**config.mk**
```make
export PLATFORM = sky130hd
export DESIGN_NAME = rac_channel
export DESIGN_NICKNAME = d
export VERILOG_FILES = /design/src/rtl/rac_pkg.sv /design/src/rtl/rac_ctrl.sv /design/src/rtl/rac_dpath.sv /design/src/rtl/rac_channel.sv
export SDC_FILE = /design/constraint.sdc
export NUM_CORES = 1
export LEC_CHECK = 0
export BUFFER_PORTS_ARGS = -buffer_cell sky130_fd_sc_hd__clkbuf_2
export CAP_MARGIN = 40
export CORE_ASPECT_RATIO = 0.5
export CORE_UTILIZATION = 25
export CTS_BUF_LIST = sky130_fd_sc_hd__clkbuf_8
export CTS_CLUSTER_SIZE = 20
export DETAILED_ROUTE_END_ITERATION = 6
export PLACE_DENSITY_LB_ADDON = 0.1
export SYNTH_ARGS = -nofsm -noshare
export SYNTH_HDL_FRONTEND = slang
export SYNTH_SLANG_ARGS = --single-unit
```
**constraint.sdc**
```tcl
create_clock -name clk -period 1.4 [get_ports clk]
set_input_delay 0 -clock clk [delete_from_list [all_inputs] [get_ports clk]]
set_output_delay 0 -clock clk [all_outputs]
set_load 0.005 [all_outputs]
```
**src/rtl/rac_pkg.sv**
```systemverilog
package rac_pkg;

  typedef enum logic [2:0] {
    ST_IDLE      = 3'd0,
    ST_REQ       = 3'd2,
    ST_WAIT_LINE = 3'd4,
    ST_WAIT_CLR  = 3'd6
  } racState_e;

  typedef struct packed {
    logic accept;
    logic reject;
    logic capture;
    logic reqPend;
  } racStrobe_t;

  localparam int STATE_W = 3;
  localparam int CFG_EN_BIT = 0;
  localparam int CFG_INIT_BIT = 1;
  localparam int CFG_CLR_BIT = 2;
  localparam int CFG_W = 3;

endpackage

```
**src/rtl/rac_ctrl.sv**
```systemverilog
module rac_ctrl
  import rac_pkg::*;
(
  input  logic               clk,
  input  logic               rst,
  input  logic               cmdWr,
  input  logic               vldClrWr,
  input  logic               vldClrBit,
  input  logic               chanEn,
  input  logic               cmdIsWrite,
  input  logic               linkAck,
  input  logic               linkIdle,
  output racStrobe_t         strobe,
  output logic [STATE_W-1:0] fsmCode,
  output logic               linkReq
);

  racState_e stateQ, stateNxt;
  logic      acceptNow;
  logic      isIdle;

  assign isIdle    = (stateQ == ST_IDLE);
  assign acceptNow = cmdWr && chanEn && isIdle;

  always_comb begin
    stateNxt = stateQ;
    unique case (stateQ)
      ST_IDLE:      if (acceptNow) stateNxt = ST_REQ;
      ST_REQ:       if (linkAck) stateNxt = ST_WAIT_LINE;
      ST_WAIT_LINE: if (linkIdle) stateNxt = cmdIsWrite ? ST_IDLE : ST_WAIT_CLR;
      ST_WAIT_CLR:  if (vldClrWr && vldClrBit) stateNxt = ST_IDLE;
      default:      stateNxt = ST_IDLE;
    endcase
  end

  always_ff @(posedge clk) begin
    if (rst) stateQ <= ST_IDLE;
    else     stateQ <= stateNxt;
  end

  always_comb begin
    strobe.accept  = acceptNow;
    strobe.reject  = cmdWr && !acceptNow;
    strobe.capture = (stateQ == ST_REQ) && linkAck && !cmdIsWrite;
    strobe.reqPend = (stateQ == ST_REQ);
  end

  assign fsmCode = stateQ;
  assign linkReq = (stateQ == ST_REQ);

endmodule

```
**src/rtl/rac_dpath.sv**
```systemverilog
module rac_dpath
  import rac_pkg::*;
#(
  parameter int ADDR_W = 15,
  parameter int DATA_W = 16,
  localparam int CMD_W  = 1 + ADDR_W + DATA_W,
  localparam int STAT_W = DATA_W + 16
)(
  input  logic               clk,
  input  logic               rst,
  input  logic [CMD_W-1:0]   cmdWord,
  input  logic               cfgWr,
  input  logic [CFG_W-1:0]   cfgData,
  input  racStrobe_t         strobe,
  input  logic [STATE_W-1:0] fsmCode,
  input  logic [DATA_W-1:0]  linkRdata,
  input  logic               linkIdle,
  output logic               chanEn,
  output logic               cmdIsWrite,
  output logic [ADDR_W-1:0]  linkAddr,
  output logic [DATA_W-1:0]  linkWdata,
  output logic [STAT_W-1:0]  statusWord
);

  localparam int WR_BIT   = ADDR_W + DATA_W;
  localparam int FLAG_W   = 5;
  localparam int PAD_W    = STAT_W - DATA_W - STATE_W - FLAG_W;

  logic              writeQ;
  logic [ADDR_W-1:0] addrQ;
  logic [DATA_W-1:0] wdataQ;
  logic [DATA_W-1:0] rdataQ;
  logic              enQ;
  logic              initQ;
  logic              errQ;
  logic              syncIdleQ;

  always_ff @(posedge clk) begin
    if (rst) begin
      writeQ <= 1'b0;
      addrQ  <= '0;
      wdataQ <= '0;
    end else if (strobe.accept) begin
      writeQ <= cmdWord[WR_BIT];
      addrQ  <= cmdWord[WR_BIT-1:DATA_W];
      wdataQ <= cmdWord[DATA_W-1:0];
    end
  end

  always_ff @(posedge clk) begin
    if (rst)                 rdataQ <= '0;
    else if (strobe.capture) rdataQ <= linkRdata;
  end

  always_ff @(posedge clk) begin
    if (rst) begin
      enQ   <= 1'b0;
      initQ <= 1'b0;
    end else if (cfgWr) begin
      enQ   <= cfgData[CFG_EN_BIT];
      initQ <= cfgData[CFG_INIT_BIT];
    end
  end

  always_ff @(posedge clk) begin
    if (rst)                              errQ <= 1'b0;
    else if (strobe.reject)               errQ <= 1'b1;
    else if (cfgWr && cfgData[CFG_CLR_BIT]) errQ <= 1'b0;
  end

  always_ff @(posedge clk) begin
    if (rst) syncIdleQ <= 1'b0;
    else     syncIdleQ <= linkIdle;
  end

  assign chanEn     = enQ;
  assign cmdIsWrite = writeQ;
  assign linkAddr   = addrQ;
  assign linkWdata  = wdataQ;

  generate
    if (PAD_W > 0) begin : g_pad
      assign statusWord = {{PAD_W{1'b0}}, enQ, errQ, initQ, syncIdleQ,
                           strobe.reqPend, fsmCode, rdataQ};
    end else begin : g_nopad
      assign statusWord = {enQ, errQ, initQ, syncIdleQ,
                           strobe.reqPend, fsmCode, rdataQ};
    end
  endgenerate

endmodule

```
**src/rtl/rac_channel.sv**
```systemverilog
module rac_channel
  import rac_pkg::*;
#(
  parameter int ADDR_W = 15,
  parameter int DATA_W = 16
)(
  input  logic                       clk,
  input  logic                       rst,
  input  logic                       cmdWr,
  input  logic [ADDR_W+DATA_W:0]     cmdWord,
  input  logic                       vldClrWr,
  input  logic                       vldClrBit,
  input  logic                       cfgWr,
  input  logic [2:0]                 cfgData,
  output logic [DATA_W+15:0]         statusWord,
  output logic                       linkReq,
  output logic                       linkWrite,
  output logic [ADDR_W-1:0]          linkAddr,
  output logic [DATA_W-1:0]          linkWdata,
  input  logic                       linkAck,
  input  logic [DATA_W-1:0]          linkRdata,
  input  logic                       linkIdle
);

  racStrobe_t         strobe;
  logic [STATE_W-1:0] fsmCode;
  logic               chanEn;
  logic               cmdIsWrite;

  rac_ctrl u_ctrl (
    .clk        (clk),
    .rst        (rst),
    .cmdWr      (cmdWr),
    .vldClrWr   (vldClrWr),
    .vldClrBit  (vldClrBit),
    .chanEn     (chanEn),
    .cmdIsWrite (cmdIsWrite),
    .linkAck    (linkAck),
    .linkIdle   (linkIdle),
    .strobe     (strobe),
    .fsmCode    (fsmCode),
    .linkReq    (linkReq)
  );

  rac_dpath #(.ADDR_W(ADDR_W), .DATA_W(DATA_W)) u_dpath (
    .clk        (clk),
    .rst        (rst),
    .cmdWord    (cmdWord),
    .cfgWr      (cfgWr),
    .cfgData    (cfgData),
    .strobe     (strobe),
    .fsmCode    (fsmCode),
    .linkRdata  (linkRdata),
    .linkIdle   (linkIdle),
    .chanEn     (chanEn),
    .cmdIsWrite (cmdIsWrite),
    .linkAddr   (linkAddr),
    .linkWdata  (linkWdata),
    .statusWord (statusWord)
  );

  assign linkWrite = cmdIsWrite;

endmodule

```
==> flow_metrics.py, run 1 <==
metrics = {
    "job": {
        "cap_violations": 0,
    },
    "grt": {
        "grt_pass1_wl_mm": 9.94,
        "grt_most_used_layer": "met2",
        "grt_max_degree": 55,
        "gr-usage-met3_pct": 3.24,
        "grt_pass1_vias": 2089,
        "grtUsageTotal_pct": 13.4,
        "grt_util_met2_pct": 23.6,
        "grt_antenna_before_repair": 0,
        "overflow": 0,
        "met1_usage_pct": 15.8,
    },
    "sta": {
        "fin_skew_ns": 0.00681,
        "drv_slew": 0,
        "period_needed_ns": 1.30,
        "final_hold_viol_count": 0,
        "whs_ns": 0.0178,
        "max_freq_mhz": 771,
        "min_period_over_period_pct": 92.7,
        "setup_viol": 0,
    },
    "die": {
        "io_pins": 124,
        "die_w_um": 136,
        "rows": 24,
        "die_area_um2": 9400,
        "coreArea_um2": 8710,
        "dieHeight_um": 69.1,
        "start_util_pct": 25.8,
    },
    "worst_setup_path": {
        "rrSetupSlack_ns": 0.10,
        "cp-start-kind": "register",
        "path_delay_family": "flip-flops",
        "critPathArrivalTime_ns": 1.52,
        "worstPathRequired_ns": 1.62,
        "path_max_fanout": 16,
        "slowest_delay_ns": 0.39,
        "critPathBufInv": 2,
        "worstSetupPathType": "register to register",
        "crit_chain": "buf_4, and4bb_1, buf_12, nand2_1, a21oi_1",
        "slowest_stage": "dfxtp_1",
        "cp-end-kind": "register",
    },
    "power_and_ir_drop": {
        "leakage_nw": 1.48,
        "vdd_drop_max_mv": 0.368,
        "pwr-share-comb_pct": 15.7,
        "netSwitchingFraction_pct": 25.0,
        "pwr-share-clk_pct": 30.2,
        "intPower_mw": 2.23,
        "p_seq_share_pct": 54.1,
        "p_sw_mw": 0.742,
        "finalPower_mw": 2.97,
        "power_density_nw_per_um2": 850,
    },
    "drt": {
        "drc": 0,
        "drtPass1Iterations": 4,
        "vias": 2184,
        "first_iter_violations": 85,
        "routed_wl_mm": 6.24,
        "drtAntennaViolNets": 0,
        "wl_per_cell_um": 11.7,
        "avgViaCountPerCell": 4.11,
    },
    "placed_design": {
        "gp_congestion": 0.698,
        "placed_area_um2": 2860,
        "io_buffers": 114,
        "post-dp-hpwl_mm": 4.08,
    },
    "clock_network": {
        "cts_resized": 0,
        "clkSlewWorstSetupHoldPaths_ns": 0.09,
        "clk_latency_ns": 0.30,
        "numCtsBuffers": 5,
        "clkSinkCount": 54,
        "ctsLongestPathBuffers": 2,
        "tritoncts": "done",
        "cts-root-buf": "clkbuf_8",
        "cts_max_level": 2,
    },
    "final_layout": {
        "diodes": 0,
        "drive_gt1_share_pct": 41.2,
        "final_cell_area_um2": 3490,
        "nets": 475,
        "layout_commonest_cell": "clkbuf_2",
        "area_growth_pct": 55.3,
        "final_cell_mix": "clkbuf_2, nand2_1, dlygate4sd3_1, dfxtp_1, a21oi_2",
        "num-fill-cells": 897,
    },
    "yosys": {
        "syn_area_per_cell_um2": 8.75,
        "ys_seq_area_share_pct": 48.1,
        "yosysWarnings": 0,
        "syn_area_um2": 2250,
        "synth_cell_types": 23,
        "ys_ff_latch": 54,
        "syn-instance-count": 257,
    },
    "run_status": {
        "outcome": "finished clean",
    },
    "hold_path": {
        "hold_class": "input port to register",
    },
}
Yosys cell counts, drive strengths merged:
master | number | area [µm²]
clkbuf | 4 | 16.3
nand2 | 98 | 393
nor2b | 2 | 12.5
a311oi | 1 | 8.76
and4bb | 1 | 12.5
conb | 1 | 3.75
buf | 30 | 234
a21oi | 51 | 368
nand4bb | 2 | 22.5
inv | 1 | 3.75
a211oi | 2 | 15.0
a22oi | 2 | 15.0
nor4bb | 1 | 25.0
dfxtp | 54 | 1080
nor2 | 5 | 18.8
mux2i | 2 | 20.0
worst min-delay path: stages:
cell and delay, ns:
clkbuf_2 0.12, a22oi_1 0.09, nor2_1 0.08
per-stage QoR:
stage          TNS [ns]  instances  setup slack [ns]  util (%)
2_1_floorplan         0        265             0.188         -
5_1_grt        -0.00609        532          -0.00535      40.1
3_3_place_gp          0        471             0.139      32.9
3_5_place_dp          0        471             0.131      32.9
6_report              0        532             0.103      40.1
4_1_cts               0        531             0.102      40.0
state kept, by name, summed over array words and instances (netlist names), 2 cells and up:
| name | count |
|---|---|
| u_dpath.linkAddr | 15 |
| u_dpath.rdataQ | 16 |
| u_dpath.linkWdata | 16 |
| u_ctrl.fsmCode | 2 |
timing repair:
| action | 4_1_cts | 5_1_grt |
|---|---|---|
| hold buffers | 54 | 0 |
| setup buffers | 0 | 1 |
| endpoints found under the setup margin | 0 | 8 |
| endpoints found under the hold margin | 52 | 0 |
layer usage:
metal  part of all wire [%]  vias to the layer above
li1                       -                     1115
met1                     47                     1001
met2                     48                       62
met3                    4.2                        6
met4                    1.3                        0
met5                      0                        -
worst paths after layout:
check	start	endpoint	depth (start not counted)
hold reg to reg	u_dpath.linkWdata[15]$_SDFFE_PP0P_	u_dpath.linkWdata[15]$_SDFFE_PP0P_	2
hold / removal	cmdWr	u_dpath.errQ$_SDFFE_PP0P_	3
setup reg to reg	u_ctrl.fsmCode[1]$_SDFFE_PP0P_	u_dpath.rdataQ[14]$_SDFFE_PP0P_	5
setup / recovery	u_ctrl.fsmCode[1]$_SDFFE_PP0P_	u_dpath.rdataQ[14]$_SDFFE_PP0P_	5
cell families after synthesis:
family          share of synthesized area (%)
other cells                             0.167
buf+inv                                  11.3
mux                                     0.890
flops                                    48.1
simple gates                             21.5
compound gates                           18.1
area by class of cell:
class,count,area (µm²),area share (%)
well taps,117,146,4.19
inverters,1,3.75,0.107
repair buffers,178,1240,35.4
multi-input cells,176,945,27.0
flip-flops and latches,54,1080,30.9
clock buffers,6,82.6,2.36
power by group through the flow:
stage	Combinational, mW	Clock, mW	Sequential [mW]
after global routing	0.512	0.996	1.61
after detailed placement	0.345	0	1.64
after global placement	0.338	0	1.64
after floorplan	0.202	0	1.64
final	0.465	0.899	1.61
after CTS	0.468	0.955	1.61
No activity file was read; power rests on OpenSTA's default activity.
==> run 2: changes to the inputs <==
- GPL_TIMING_DRIVEN: not set -> 0
- REMOVE_ABC_BUFFERS: not set -> 1
==> run 2 against run 1 <==
Against the previous run:
- count of clock-buffer cells in the layout is the same
- clock skew decreased by 0.0023 ns
- hold slack gained 0.0012 ns
- design area is 0.39% lower
- register-to-register slack about the same
- cell count shrank 1.1%
- non-clock buffer count fell by 6
- via count down 2.0%
- routed wire length shrank 8.0%
- clock power fell by 2.8%
- utilization shrank 0.16 points
- sequential power hardly changed
==> flow_metrics.py, run 2 (synthesized netlist as in run 1, its figures left out) <==
metrics = {
    "run_status": {
        "outcome": "finished clean",
    },
    "drt": {
        "wl_per_cell_um": 10.9,
        "routed_wl_mm": 5.74,
        "drtPass1Iterations": 4,
        "first_iter_violations": 57,
        "drc": 0,
        "drtAntennaViolNets": 0,
        "vias": 2141,
        "avgViaCountPerCell": 4.07,
    },
    "power_and_ir_drop": {
        "intPower_mw": 2.22,
        "vdd_drop_max_mv": 0.351,
        "netSwitchingFraction_pct": 24.3,
        "pwr-share-comb_pct": 15.2,
        "pwr-share-clk_pct": 29.8,
        "p_seq_share_pct": 55.0,
        "finalPower_mw": 2.93,
        "p_sw_mw": 0.714,
        "leakage_nw": 1.45,
        "power_density_nw_per_um2": 843,
    },
    "worst_setup_path": {
        "cp-start-kind": "register",
        "path_max_fanout": 15,
        "worstPathRequired_ns": 1.63,
        "rrSetupSlack_ns": 0.11,
        "cp-end-kind": "register",
        "worstSetupPathType": "register to register",
        "critPathArrivalTime_ns": 1.52,
    },
    "sta": {
        "drv_slew": 0,
        "period_needed_ns": 1.29,
        "setup_viol": 0,
        "min_period_over_period_pct": 92.2,
        "whs_ns": 0.0190,
        "tns_ns": 0,
        "max_freq_mhz": 775,
        "final_hold_viol_count": 0,
        "rsz0062_at_grt": "false",
        "fin_ws_ns": 0.109,
        "max_slew_margin_pct": 45.8,
        "fin_skew_ns": 0.00455,
        "tightest_slew_ns": 0.812,
    },
    "die": {
        "die_area_um2": 9400,
        "coreArea_um2": 8710,
        "die_w_um": 136,
        "io_pins": 124,
        "start_util_pct": 25.8,
        "dieHeight_um": 69.1,
        "rows": 24,
    },
    "placed_design": {
        "dpl.cell_count": 465,
        "post-dp-hpwl_mm": 3.78,
        "placed_area_um2": 2790,
        "preCtsSetupSlack_ns": -0.364,
        "gp_congestion": 0.711,
        "io_buffers": 114,
    },
    "grt": {
        "grt_pass1_vias": 2133,
        "overflow": 0,
        "grt_pass1_wl_mm": 9.57,
        "grtUsageTotal_pct": 12.9,
        "grt_antenna_before_repair": 0,
        "grt_max_degree": 55,
    },
    "clock_network": {
        "ctsLongestPathBuffers": 2,
        "clkSlewWorstSetupHoldPaths_ns": 0.09,
        "numCtsBuffers": 5,
        "tritoncts": "done",
        "cts-root-buf": "clkbuf_8",
        "clk_latency_ns": 0.30,
        "cts_max_level": 2,
        "clkSinkCount": 54,
    },
    "final_layout": {
        "layout_commonest_cell": "clkbuf_2",
        "final_cell_area_um2": 3480,
        "multi_input_area_um2": 981,
        "final_cell_mix": "clkbuf_2, nand2_1, dlygate4sd3_1",
        "drive_gt1_share_pct": 42.1,
        "finish.utilization_pct": 40.0,
        "nets": 469,
        "num-fill-cells": 901,
        "diodes": 0,
        "stdcell_count": 526,
        "area_growth_pct": 54.7,
        "seqCellArea_um2": 1090,
    },
    "hold_path": {
        "hold_class": "input port to register",
    },
    "job": {
        "cap_violations": 0,
    },
}
[run 2: cell count changes in the layout (fill, tap and decap cells not counted), sizes merged]
cell	before	now
buf	10	5
dlygate4sd3	54	53
[run 2: layout make-up]
cell class / count / share of cell area, %
clock buffer: 6 / 2.37
timing repair buffer: 172 / 33.9
multi-input combinational: 176 / 28.2
tap: 117 / 4.21
inverter: 1 / 0.108
sequential: 54 / 31.2
[run 2: path summary, 6_finish.rpt]
check / start / endpoint / depth (start not counted)
min reg2reg: u_dpath.rdataQ[4]$_SDFFE_PP0P_ / u_dpath.rdataQ[4]$_SDFFE_PP0P_ / 2
max: u_ctrl.fsmCode[1]$_SDFFE_PP0P_ / u_dpath.linkWdata[14]$_SDFFE_PP0P_ / 5
max reg2reg: u_ctrl.fsmCode[1]$_SDFFE_PP0P_ / u_dpath.linkWdata[14]$_SDFFE_PP0P_ / 5
min: cfgWr / u_dpath.initQ$_SDFFE_PP0P_ / 3
[run 2: per-layer routing]
metal,part of all wire [%],vias up,global-route usage [%]
met5,0,-,0
li1,-,1106,-
met4,1.7,0,4.94
met3,5.4,8,3.53
met2,50,61,23.2
met1,43,966,14.3
[run 2: power groups by stage]
stage          Sequential [mW]  Clock (mW)  Combinational [mW]
6_report                  1.61       0.874               0.447
5_1_grt                   1.62        1.03               0.495
4_1_cts                   1.61       0.942               0.448
3_5_place_dp              1.65           0               0.316
3_3_place_gp              1.65           0               0.303
2_1_floorplan             1.65           0               0.113
[run 2: timing repair]
| item | 4_1_cts | 5_1_grt |
|---|---|---|
| gates cloned | 0 | 0 |
| buffers inserted | 2 | 0 |
| hold buffers | 53 | 0 |
| hold endpoints to repair | 52 | 0 |
| pin swaps | 2 | 0 |
| setup endpoints to repair | 49 | 41 |
| resized for setup | 5 | 7 |
[run 2: worst max-delay path: stages, from the launching register on]
cell and delay [ns]:
dfxtp_4 0.41, nor4bb_4 0.30, buf_6 0.16, buf_8 0.16, nand2_1 0.08, a21oi_2 0.11
==> run 3: changes to the inputs <==
- clock period: 1.4 -> 1.45 ns (I/O delays scaled with it)
==> run 3 against run 2 <==
Against the previous run:
- hold slack worse by 0.00097 ns
- count of clock-buffer cells in the layout stayed put
- combinational power shrank 4%
- largest power group unchanged
- first-iteration DRC count grew 8.8%
- highest routed layer unchanged
- worst setup slack gained 0.012 ns
- total power is 3.4% lower
- cell count did not move
==> flow_metrics.py, run 3 (synthesized netlist as in run 1, its figures left out) <==
metrics = {
    "run_status": {
        "outcome": "finished clean",
    },
    "placed_design": {
        "post-dp-hpwl_mm": 3.78,
        "gp_congestion": 0.711,
        "io_buffers": 114,
        "preCtsSetupSlack_ns": -0.314,
        "placed_area_um2": 2790,
    },
    "clock_network": {
        "ctsLongestPathBuffers": 2,
        "clkSinkCount": 54,
        "clkSlewWorstSetupHoldPaths_ns": 0.09,
        "cts_max_level": 2,
        "numCtsBuffers": 5,
        "tritoncts": "done",
        "cts-root-buf": "clkbuf_8",
        "clk_latency_ns": 0.30,
    },
    "final_layout": {
        "drive_gt1_share_pct": 41.8,
        "area_growth_pct": 54.1,
        "final_cell_area_um2": 3470,
        "layout_commonest_cell": "clkbuf_2",
        "nets": 469,
        "final_cell_mix": "clkbuf_2, nand2_1, dlygate4sd3_1",
        "diodes": 0,
    },
    "sta": {
        "setup_viol": 0,
        "max_slew_margin_pct": 46.0,
        "final_hold_viol_count": 0,
        "rsz0062_at_grt": "false",
        "fin_skew_ns": 0.00436,
        "min_period_over_period_pct": 91.6,
        "tightest_slew_ns": 0.810,
        "drv_slew": 0,
        "period_needed_ns": 1.33,
        "fin_ws_ns": 0.121,
        "max_freq_mhz": 753,
    },
    "power_and_ir_drop": {
        "power_density_nw_per_um2": 818,
        "leakage_nw": 1.44,
        "vdd_drop_max_mv": 0.340,
    },
    "worst_setup_path": {
        "reg2reg_to": "u_dpath.linkWdata[14]$_SDFFE_PP0P_",
        "cp-end-kind": "register",
        "rrSetupSlack_ns": 0.12,
        "endpoint": "u_dpath.linkWdata[14]$_SDFFE_PP0P_",
        "worstSetupPathType": "register to register",
        "worstPathRequired_ns": 1.68,
        "reg2regPathDepth": 5,
        "path_max_fanout": 15,
        "startpoint": "u_ctrl.fsmCode[1]$_SDFFE_PP0P_",
        "critPathArrivalTime_ns": 1.56,
        "cp-start-kind": "register",
        "r2r_start": "u_ctrl.fsmCode[1]$_SDFFE_PP0P_",
    },
    "drt": {
        "wl_per_cell_um": 10.9,
        "routed_wl_mm": 5.75,
        "drtPass1Iterations": 3,
        "first_iter_violations": 62,
        "avgViaCountPerCell": 4.06,
        "vias": 2133,
        "drc": 0,
        "drtAntennaViolNets": 0,
    },
    "grt": {
        "grtUsageTotal_pct": 12.8,
        "overflow": 0,
        "grt_pass1_wl_mm": 9.52,
        "grt_antenna_before_repair": 0,
        "grt_pass1_vias": 2123,
        "grt_max_degree": 55,
    },
    "die": {
        "start_util_pct": 25.8,
        "coreArea_um2": 8710,
        "die_w_um": 136,
        "die_area_um2": 9400,
        "rows": 24,
        "io_pins": 124,
        "dieHeight_um": 69.1,
    },
    "job": {
        "cap_violations": 0,
    },
    "hold_path": {
        "min_from": "cfgWr",
        "hold_class": "input port to register",
    },
}
run 3: changes by cell type in the layout (fill, tap and decap cells not counted):
cell	delta
dfxtp_4	-1
buf_4	+1
buf_8	-2
dfxtp_1	+1
buf_6	+1
run 3: final cells by class:
class / count / area, µm²
clock buffer: 6 / 82.6
fill: 907 / 5240
inverter: 1 / 3.75
multi-input combinational: 176 / 981
sequential: 54 / 1080
tap: 117 / 146
timing repair buffer: 172 / 1170
run 3: critical path, cell delays in order (launching register included):
cell and delay (ns):
dfxtp_2 0.41, nor4bb_4 0.29, buf_4 0.18, buf_6 0.18
nand2_1 0.08, a21oi_2 0.11
run 3: power breakdown:
group	switching, mW	internal [mW]	leakage (nW)
Combinational	0.182	0.246	0.962
Clock	0.477	0.370	0.0431
Sequential	0.0318	1.53	0.439
run 3: metrics by stage:
step / cells / total power, mW / hold slack [ns] / setup TNS, ns / utilization [%]
after global routing: 526 / 3.04 / 0.0472 / 0 / 39.8
final: 526 / 2.83 / 0.0180 / 0 / 39.8
after CTS: 525 / 2.90 / 0.00761 / 0 / 39.5
after detailed placement: 465 / 1.90 / 0.227 / -10.91 / 32.1
after floorplan: 231 / 1.70 / 0.0624 / -13.71 / -
after global placement: 462 / 1.88 / 0.224 / -37.56 / 31.5
run 3: how the worst min path moves through the flow:
stage                                                  end  slack (ns)  cells after the start
after detailed placement    u_dpath.rdataQ[2]$_SDFFE_PP0P_        0.23                      3
after global placement    u_dpath.linkAddr[5]$_SDFFE_PP0P_        0.22                      3
final                           u_dpath.initQ$_SDFFE_PP0P_        0.02                      3
after CTS                       u_dpath.initQ$_SDFFE_PP0P_       0.008                      3
after floorplan            u_dpath.cmdIsWrite$_SDFFE_PP0P_        0.06                      1
after global routing            u_dpath.initQ$_SDFFE_PP0P_        0.05                      3
run 3: repair_timing:
item                                   4_1_cts  5_1_grt
gates cloned                                 0        0
pin swaps                                    1        1
endpoints found under the hold margin       52        0
buffers inserted                             1        1
setup endpoints to repair                   49       23
hold buffers                                53        0
gates resized for setup                      5        2
run 3: metal layers:
layer / wire (µm) / GRT usage, % / vias up
met1: 2490 / 14.3 / 958
met2: 2850 / 23.0 / 61
met3: 308 / 3.53 / 8
met5: 0 / 0 / -
met4: 95 / 4.94 / 0
li1: - / - / 1106
